File: src/rtl/hw_load_pkg.sv
package hw_load_pkg;
  localparam int unsigned FSC_W = 4;
  localparam logic [FSC_W-1:0] FSC_MISALIGN = 4'h1;
  localparam logic [FSC_W-1:0] FSC_NONE     = 4'h0;

  typedef enum logic [1:0] {
    ACC_OK       = 2'd0,
    ACC_MISALIGN = 2'd1,
    ACC_SPLIT    = 2'd2
  } acc_kind_e;
endpackage

File: src/rtl/hw_lane_pick.sv
module hw_lane_pick #(
  parameter int unsigned DATA_W = 32,
  localparam int unsigned BYTES = DATA_W / 8,
  localparam int unsigned OFF_W = $clog2(BYTES)
) (
  input  logic [DATA_W-1:0] word_i,
  input  logic [OFF_W-1:0]  off_i,
  input  logic              big_end_i,
  output logic [15:0]       half_o
);
  logic [7:0]       lane [BYTES];
  logic [OFF_W-1:0] nxt;
  logic [7:0]       b_first, b_second;

  for (genvar g = 0; g < BYTES; g++) begin : g_lane
    assign lane[g] = word_i[8*g +: 8];
  end

  // wraps on the last lane; that case is flagged by the alignment check
  assign nxt      = off_i + OFF_W'(1);
  assign b_first  = lane[off_i];
  assign b_second = lane[nxt];

  always_comb begin
    if (big_end_i) half_o = {b_first, b_second};
    else           half_o = {b_second, b_first};
  end
endmodule

File: src/rtl/hw_align_chk.sv
module hw_align_chk
  import hw_load_pkg::*;
#(
  parameter int unsigned OFF_W = 2
) (
  input  logic [OFF_W-1:0] off_i,
  input  logic             strict_i,
  output acc_kind_e        kind_o
);
  always_comb begin
    if (strict_i && off_i[0])        kind_o = ACC_MISALIGN;
    else if (!strict_i && &off_i)    kind_o = ACC_SPLIT;
    else                             kind_o = ACC_OK;
  end
endmodule

File: src/rtl/hw_extend.sv
module hw_extend #(
  parameter int unsigned RES_W = 32,
  localparam int unsigned PAD_W = RES_W - 16
) (
  input  logic [15:0]      half_i,
  input  logic             signed_i,
  output logic [RES_W-1:0] res_o
);
  logic fill;
  assign fill  = signed_i & half_i[15];
  assign res_o = {{PAD_W{fill}}, half_i};
endmodule

File: src/rtl/hw_load_fmt.sv
module hw_load_fmt
  import hw_load_pkg::*;
#(
  parameter int unsigned DATA_W = 32,
  parameter int unsigned RES_W  = 32,
  localparam int unsigned BYTES = DATA_W / 8,
  localparam int unsigned OFF_W = $clog2(BYTES)
) (
  input  logic              clk_i,
  input  logic              rst_ni,
  input  logic              valid_i,
  input  logic [DATA_W-1:0] rdata_i,
  input  logic [OFF_W-1:0]  addr_lo_i,
  input  logic              big_end_i,
  input  logic              signed_i,
  input  logic              strict_i,
  output logic              valid_o,
  output logic              wb_en_o,
  output logic [RES_W-1:0]  wb_data_o,
  output logic              fault_o,
  output logic [FSC_W-1:0]  fault_code_o,
  output logic              unsup_o
);
  logic [15:0]      half;
  logic [RES_W-1:0] ext;
  acc_kind_e        kind;

  hw_lane_pick #(.DATA_W(DATA_W)) i_pick (
    .word_i   (rdata_i),
    .off_i    (addr_lo_i),
    .big_end_i(big_end_i),
    .half_o   (half)
  );

  hw_align_chk #(.OFF_W(OFF_W)) i_chk_al (
    .off_i   (addr_lo_i),
    .strict_i(strict_i),
    .kind_o  (kind)
  );

  hw_extend #(.RES_W(RES_W)) i_ext (
    .half_i  (half),
    .signed_i(signed_i),
    .res_o   (ext)
  );

  always_ff @(posedge clk_i or negedge rst_ni) begin
    if (!rst_ni) begin
      valid_o      <= 1'b0;
      wb_en_o      <= 1'b0;
      wb_data_o    <= '0;
      fault_o      <= 1'b0;
      fault_code_o <= FSC_NONE;
      unsup_o      <= 1'b0;
    end else begin
      valid_o      <= valid_i;
      wb_en_o      <= valid_i && (kind == ACC_OK);
      fault_o      <= valid_i && (kind == ACC_MISALIGN);
      fault_code_o <= (valid_i && (kind == ACC_MISALIGN)) ? FSC_MISALIGN : FSC_NONE;
      unsup_o      <= valid_i && (kind == ACC_SPLIT);
      if (valid_i) wb_data_o <= (kind == ACC_OK) ? ext : '0;
    end
  end
endmodule

File: config.mk
export PLATFORM = sky130hd
export DESIGN_NAME = hw_load_fmt
export DESIGN_NICKNAME = d
export VERILOG_FILES = /design/src/rtl/hw_load_pkg.sv /design/src/rtl/hw_lane_pick.sv /design/src/rtl/hw_align_chk.sv /design/src/rtl/hw_extend.sv /design/src/rtl/hw_load_fmt.sv
export SDC_FILE = /design/constraint.sdc
export NUM_CORES = 1
export LEC_CHECK = 0
export ABC_AREA = 1
export BUFFER_PORTS_ARGS = -buffer_cell sky130_fd_sc_hd__buf_2
export CAP_MARGIN = 10
export CORE_MARGIN = 8
export CORE_UTILIZATION = 46
export DETAILED_ROUTE_END_ITERATION = 12
export GPL_ROUTABILITY_DRIVEN = 0
export GPL_TIMING_DRIVEN = 0
export HOLD_SLACK_MARGIN = 0.12
export PLACE_DENSITY = 0.87
export SLEW_MARGIN = 20
export SYNTH_ARGS = -nofsm -noshare
export SYNTH_HDL_FRONTEND = slang
export SYNTH_SLANG_ARGS = --single-unit
File: constraint.sdc
create_clock -name clk_i -period 1.1 [get_ports clk_i]
set_input_delay 0.22 -clock clk_i [delete_from_list [all_inputs] [get_ports clk_i]]
set_output_delay 0.22 -clock clk_i [all_outputs]
set_load 0.005 [all_outputs]
==> results of run 1 <==
## metrics by stage
| stage | TNS (ns) | std cells |
|---|---|---|
| global placement | -3.31 | 389 |
| finish | -3.96 | 403 |
| global route | -4.60 | 403 |
| floorplan | 0 | 266 |
| CTS | -3.65 | 397 |
| detailed placement | -3.74 | 389 |
## worst paths after layout
path	start	endpoint	slack, ns	cells after the start
max in group asynchronous	rst_ni	wb_data_o[30]	0.39	2
worst max-delay path	wb_data_o[30]	wb_data_o[18]	-0.26	3
min in group asynchronous	rst_ni	valid_o	0.37	2
worst min register to register	wb_data_o[5]	wb_data_o[5]	0.49	2
worst min-delay path	signed_i	wb_data_o[30]	0.15	3
worst max register to register	wb_data_o[30]	wb_data_o[30]	0.17	4
## layout by cell type, fill, tap and decap left out, drive strengths merged
master / synthesis / routed
buf: 33 / 116
nor2: 3 / 3
inv: 6 / 6
nand2: 149 / 149
nand3: 48 / 48
dlygate4sd3: 0 / 2
clkbuf: 1 / 4
conb: 1 / 3
ha: 1 / 1
clkinv: 0 / 1
dfrtp: 21 / 21
nand4: 1 / 1
## registers in the layout (all words and copies together) (netlist names)
name,cells
fault_code_o,1
wb_data_o,17
valid_o,1
unsup_o,1
wb_en_o,1
## worst max-delay path, delay by kind of cell, from the launching register on
family | cells | cell delay [ns]
buffers and inverters | 3 | 0.36
DFF | 1 | 0.46
## cell type report
class | count | area share (%)
clock inverters | 1 | 0.208
well taps | 48 | 2.49
flip-flops and latches | 21 | 21.9
multi-input cells | 205 | 36.3
repair buffers | 86 | 24.0
plain buffers | 33 | 12.9
inverters | 6 | 1.25
clock buffers | 3 | 0.936
## timing repair
action,in CTS,in global routing
setup buffers,3,6
setup endpoints to repair,17,23
resized for setup,36,1
hold buffers,2,0
hold endpoints to repair,22,0
## Yosys cell counts (all sizes together)
cell type	number
nand4	1
nand2	149
clkbuf	1
conb	1
dfrtp	21
buf	33
nor2	3
nand3	48
inv	6
ha	1
## report_power, final
part | total, mW | internal [mW] | switching [mW]
clock network | 0.371 | 0.136 | 0.235
registers | 0.906 | 0.862 | 0.0443
logic | 1.06 | 0.551 | 0.510
## layer usage
layer  part of all wire [%]  up-vias  GRT usage [%]
met3                    6.6        4           4.83
met2                     52       84           33.8
li1                       -      991              -
met1                     40      897           18.9
met5                      0        -              0
met4                   0.59        0           2.50
## cells by family after synthesis
logic type    synth area share, %
fa+ha+maj                   0.753
simple gates                 50.5
other cells                 0.226
buf+inv                      16.9
flops                        31.7
==> run summary, run 1 <==
The worst setup slack after layout was -0.260 ns; the total power density per cell area was 971 nW/um^2. Setup violations remaining at the end of the flow were counted as 16. Clock skew on the completed layout was measured at 0 ns.

The share of the Yosys chip area taken by registers is 31.7%. From bottom edge to top edge, the die measures 76.1 um. The run gives 46.4% as the starting density of the core. The die covers 5790 um^2. Kind of capture point of the worst setup path: an output pin. After clock tree synthesis, the clock-pin slew on the worst setup and hold paths is 0.12 ns. The number of global-route vias before repair was 1942. The worst setup path is launched from a register. Of the post-synthesis cell area, the dominant cell type holds 33.2%. The tools report the number of diodes as 0. The final critical path takes up 124% of the cycle.

The critical path goes through buf_8 > buf_6 > buf_6. The area added between synthesis and finish is 45.0%. The maximum VDD drop was 0.000735 V. In the final layout, flip-flops and latches occupy 527 um^2. Ranked by total cell area, the synthesized netlist is headed by sky130_fd_sc_hd__nand2_1 33%, sky130_fd_sc_hd__dfrtp_1 32%, sky130_fd_sc_hd__nand3_1 14%. Static timing analysis puts the maximum clock frequency at 0.735 GHz. Port buffering added 75 buffers. The number of sinks handled by clock tree synthesis was 21; the number of cells produced by synthesis was 264.

Worst-path maximum fanout: 8. Path type of the worst setup path: register to output pin. Top cell type by total area after synthesis: sky130_fd_sc_hd__nand2_1. The tools report the number of clock buffers inserted by TritonCTS as 3. The logs give 0 for the final-report hold violation count and 397 for the net count of the finished layout. The violation count after the first detailed-route iteration was 119.

The total congestion overflow is 0, and the share of final-layout standard cells stronger than drive strength 1 is 35.8%. Counting the fill cells in the layout gives 306. The final reports fail on negative setup slack. The synthesized flop and latch total works out to 21.

The most used cell along the critical path was sky130_fd_sc_hd__buf_6. The run gives 875 um^2 as the area of the multi-input gates. The tightest min-delay check is of the primary input to register type. In the routed design, unresolved DRC markers number 0. 80 I/O pins were placed. Dividing the synthesized area by the synthesized cell count gives 6.29 um^2. Wires add up to 5.27 mm. The Yosys warning count is 0, and the number of nets with antenna violations after routing is 0. CTS placed an instance of sky130_fd_sc_hd__clkbuf_4 at the clock tree root.

The routed length per instance works out to 13.1 um. Depth of the CTS H-tree: 1. Entering global routing, the biggest net connects 22 pins.

The logs give 22 for the site row count and 2 for the maximum number of buffers from clock root to sink. TritonCTS built the clock tree. Setup repair after global routing could not meet its margin everywhere. For the worst setup path, the data required time is 0.88 ns. The tools report the final design utilization as 67.3%. The final count of pins violating max slew is 0, and the post-layout minimum cycle time is 1.36 ns. The cell area after synthesis is 1660 um^2. Detailed placement finished with a half-perimeter wire length of 3.83 mm. Across the run, the number of max-cap violations was 0.

The global-route usage over all layers was 17.7%. The flow ran to the end, but the final reports show violations. For the minimum hold slack, the log shows 0.155 ns. The first global-routing pass estimated 8.73 mm of wire.

After floorplanning, the core was sized to cover 3580 um^2. The finished cells cover 2410 um^2. Data arrives at the worst endpoint at 1.14 ns. After layout, the design draws a total of 2.34 mW. The routed layout has 1976 vias.

The number of library cell types mapped by synthesis is 15, and the post-detailed-placement cell area is 2130 um^2. The run gives 0.30 ns as the clock insertion delay at the later pin of the skew report. The number of antenna violations at the first check in global routing was 0.

The critical path's largest stage delay was 0.46 ns; the static power due to leakage was 1.42 nW. Detail-routed via count per cell: 4.90. The cell type of the slowest stage on the worst timing path was sky130_fd_sc_hd__dfrtp_2. The first-pass detailed-route iteration total came out at 4. Prior to clock tree synthesis, the placed netlist has a worst setup slack of -0.225 ns. The floorplan step set the die width to 76.1 um.
Power figures use the tool's default switching activity.
==> inputs of run 2 (changes only) <==
--- a/config.mk
+++ b/config.mk
@@ -10,11 +10,13 @@
 export CAP_MARGIN = 10
 export CORE_MARGIN = 8
 export CORE_UTILIZATION = 46
+export CTS_CLUSTER_SIZE = 30
 export DETAILED_ROUTE_END_ITERATION = 12
 export GPL_ROUTABILITY_DRIVEN = 0
 export GPL_TIMING_DRIVEN = 0
 export HOLD_SLACK_MARGIN = 0.12
 export PLACE_DENSITY = 0.87
+export REMOVE_ABC_BUFFERS = 1
 export SLEW_MARGIN = 20
 export SYNTH_ARGS = -nofsm -noshare
 export SYNTH_HDL_FRONTEND = slang
==> run summary, run 2 (synthesis gave the netlist of run 1 again) <==
The global-route wire length before repair was 7.99 mm; the critical path's largest stage delay was 0.50 ns. The depth of the CTS H-tree was 1; the share of total power in sequential cells was 44.1%. The repair_antennas step left the layout with diodes totalling 0. The launch point of the worst hold path was signed_i. Leaving out fill and tap cells, the most frequent cells in the layout are 147 x sky130_fd_sc_hd__nand2_1, 74 x sky130_fd_sc_hd__buf_2, 48 x sky130_fd_sc_hd__nand3_1. The clock network is responsible for 18.6% of the overall power.

The final count of pins violating max slew is 0. Counting along the longest clock path gives a buffer depth of 2. On the final layout, the worst clock skew is 0 ns.

Origin of the critical flop-to-flop path: wb_data_o[5]. Global routing used 16.2% of the available tracks. The logs give 51.0% for the worst slew margin relative to its limit and 0.96 ns for the critical path arrival. The min-delay analysis places its worst path in the category primary input to register.

IR analysis of the VDD net gives a maximum drop of 0.000412 V. During I/O placement, the number of pins put on the boundary was 80. The routed design has 4.62 mm of wire. Compared with the post-synthesis result, the final layout area differs by 20.2%. The register with the most flip-flops is wb_data_o. In this run the horizontal extent of the chip is 76.1 um. The post-layout minimum cycle time was 1.18 ns. The worst setup slack after layout was -0.0821 ns; the minimum hold slack was 0.153 ns. End of the worst register-to-register path: wb_data_o[5]. The HPWL after detailed placement is 3.34 mm.

The run gives 1777 as the number of global-route vias before repair. Traced cell by cell, the critical path runs through buf_2. The net count of the finished layout was 364; the sum of buffers and inverters on the critical path was 1. The first-pass detailed-route iteration total was 5; the height of the die was 76.1 um. The share of total power dissipated in combinational logic is 37.2%. The worst setup path is of the register to output pin kind. Once placement completed, the tool counted placed cells totaling 356. The detail route stage leaves a number of antenna-violating nets equal to 0. Cells with a size suffix above 1 make up 29.2% of the layout. The remaining routing DRC violations was 0; the number of maximum-capacitance constraint violations was 0. The final design utilization was 55.8%.

The final design area excluding fillers was 2000 um^2; the clock insertion delay at the later pin of the skew report was 0.31 ns. The internal power summed over all cells is 1.35 mW. The number of buffer cells added on primary ports works out to 76.

The run finished, with violations left. The fraction of power spent switching nets works out to 34.6%. In this run the worst path has a maximum fanout of 17. The routed length per instance came out at 12.5 um. The category of cells accounting for the largest share of critical-path delay was flip-flops.

The post-route fraction of the period consumed by the critical path was 107%. In the routed layout, each cell is associated on average with a via count of 4.90. After floorplanning, the core was sized to cover 3580 um^2. The final reports fail on negative setup slack. The register with the most flip-flops in the layout has 17 of them. The die area came out at 5790 um^2. The worst hold path endpoint was wb_data_o[30].

The clock transition at the registers of the reported paths was 0.12 ns. The number of antenna violations at the first check in global routing came out at 0. Setup violations remaining at the end of the flow were counted as 16.

The net switching component of the power came out at 715 uW. Kind of capture point of the worst setup path: an output pin. Setup slack on the worst reg-to-reg path comes out at 0.35 ns.

The root buffer cell chosen for the clock tree is sky130_fd_sc_hd__clkbuf_4. For the pin with the worst max-slew slack, the measured transition is 0.734 ns. The worst register-to-register path has a depth of 3. Detailed routing inserted a total of 1812 vias.

For this design the ratio of total power to cell area is 1030 nW/um^2. After filler insertion, the fill cell instance count of the layout stands at 360. TritonCTS built the clock tree. STA classifies the critical path startpoint as a register.

Total congestion overflow: 0. The placed instances occupy a cell area of 1850 um^2. The most frequent standard cell in the layout excluding fill and tap cells is sky130_fd_sc_hd__nand2_1.

For the final-report hold violation count, the log shows 0. The endpoint required time on the critical path was 0.88 ns; the violation count after the first detailed-route iteration was 121. The analysis attributes to cell leakage a power of 1.22 nW. The tools report the number of clock buffers inserted by TritonCTS as 3. The critical path startpoint was wb_data_o[30]. The slowest stage of the critical path is the sky130_fd_sc_hd__dfrtp_2 cell. The finished layout holds 370 standard cells, fillers aside.

Once the floorplan was initialized, standard cells occupied 46.4% of the core. Setup repair after global routing could not meet its margin everywhere. In this run the core area contains 22 standard-cell rows. The number of sinks handled by clock tree synthesis was 21. The number of stages on the worst setup path came out at 1. The worst hold path was traced through 3 stages. Timing would allow up to 0.846 GHz.

The pin count of the biggest net entering global routing was 36.
## run 2: worst max path at each step
stage / endpoint / slack, ns
floorplan: wb_data_o[30] / -0.15
global placement: wb_data_o[30] / -0.92
detailed placement: wb_data_o[30] / -0.95
CTS: wb_data_o[24] / -0.1
global route: wb_data_o[17] / -0.13
finish: wb_data_o[28] / -0.08
## run 2: metrics by stage
stage	power (mW)	setup slack, ns	setup TNS (ns)
after floorplan	1.27	-0.147	-1.90
after global placement	1.60	-0.924	-15.43
after detailed placement	1.62	-0.953	-16.04
after CTS	2.02	-0.0965	-1.51
after global routing	2.25	-0.134	-2.15
final	2.06	-0.0821	-1.29
## run 2: power by group through the flow
stage	Combinational, mW	Clock, mW	Sequential, mW
final	0.769	0.385	0.911
after global routing	0.882	0.445	0.923
after CTS	0.713	0.391	0.914
after detailed placement	0.689	0	0.928
after global placement	0.673	0	0.925
after floorplan	0.320	0	0.951
## run 2: what timing repair did
item,in CTS,in global routing
hold buffers,2,0
setup buffers,0,8
resized for setup,8,3
hold endpoints to repair,22,0
pin swaps,0,1
setup endpoints to repair,33,31
## run 2: area by class of cell
type / count / area (um^2) / area share [%]
inverter: 6 / 30.0 / 1.50
tap: 48 / 60.1 / 3.01
timing repair buffer: 86 / 478 / 23.9
multi-input combinational: 205 / 875 / 43.8
sequential: 21 / 527 / 26.4
clock buffer: 4 / 26.3 / 1.32
## run 2: worst min-delay path, cell delays in order
cell and delay, ns:
sky130_fd_sc_hd__buf_2 0.10, sky130_fd_sc_hd__nand4_1 0.08, sky130_fd_sc_hd__nand2_1 0.05
## run 2: per-layer routing
| layer | global-route usage (%) | vias up | wire, um |
|---|---|---|---|
| met2 | 27.5 | 74 | 2260 |
| li1 | - | 924 | - |
| met1 | 18.5 | 809 | 1850 |
| met4 | 5.19 | 0 | 52 |
| met5 | 0 | - | 0 |
| met3 | 5.54 | 5 | 453 |
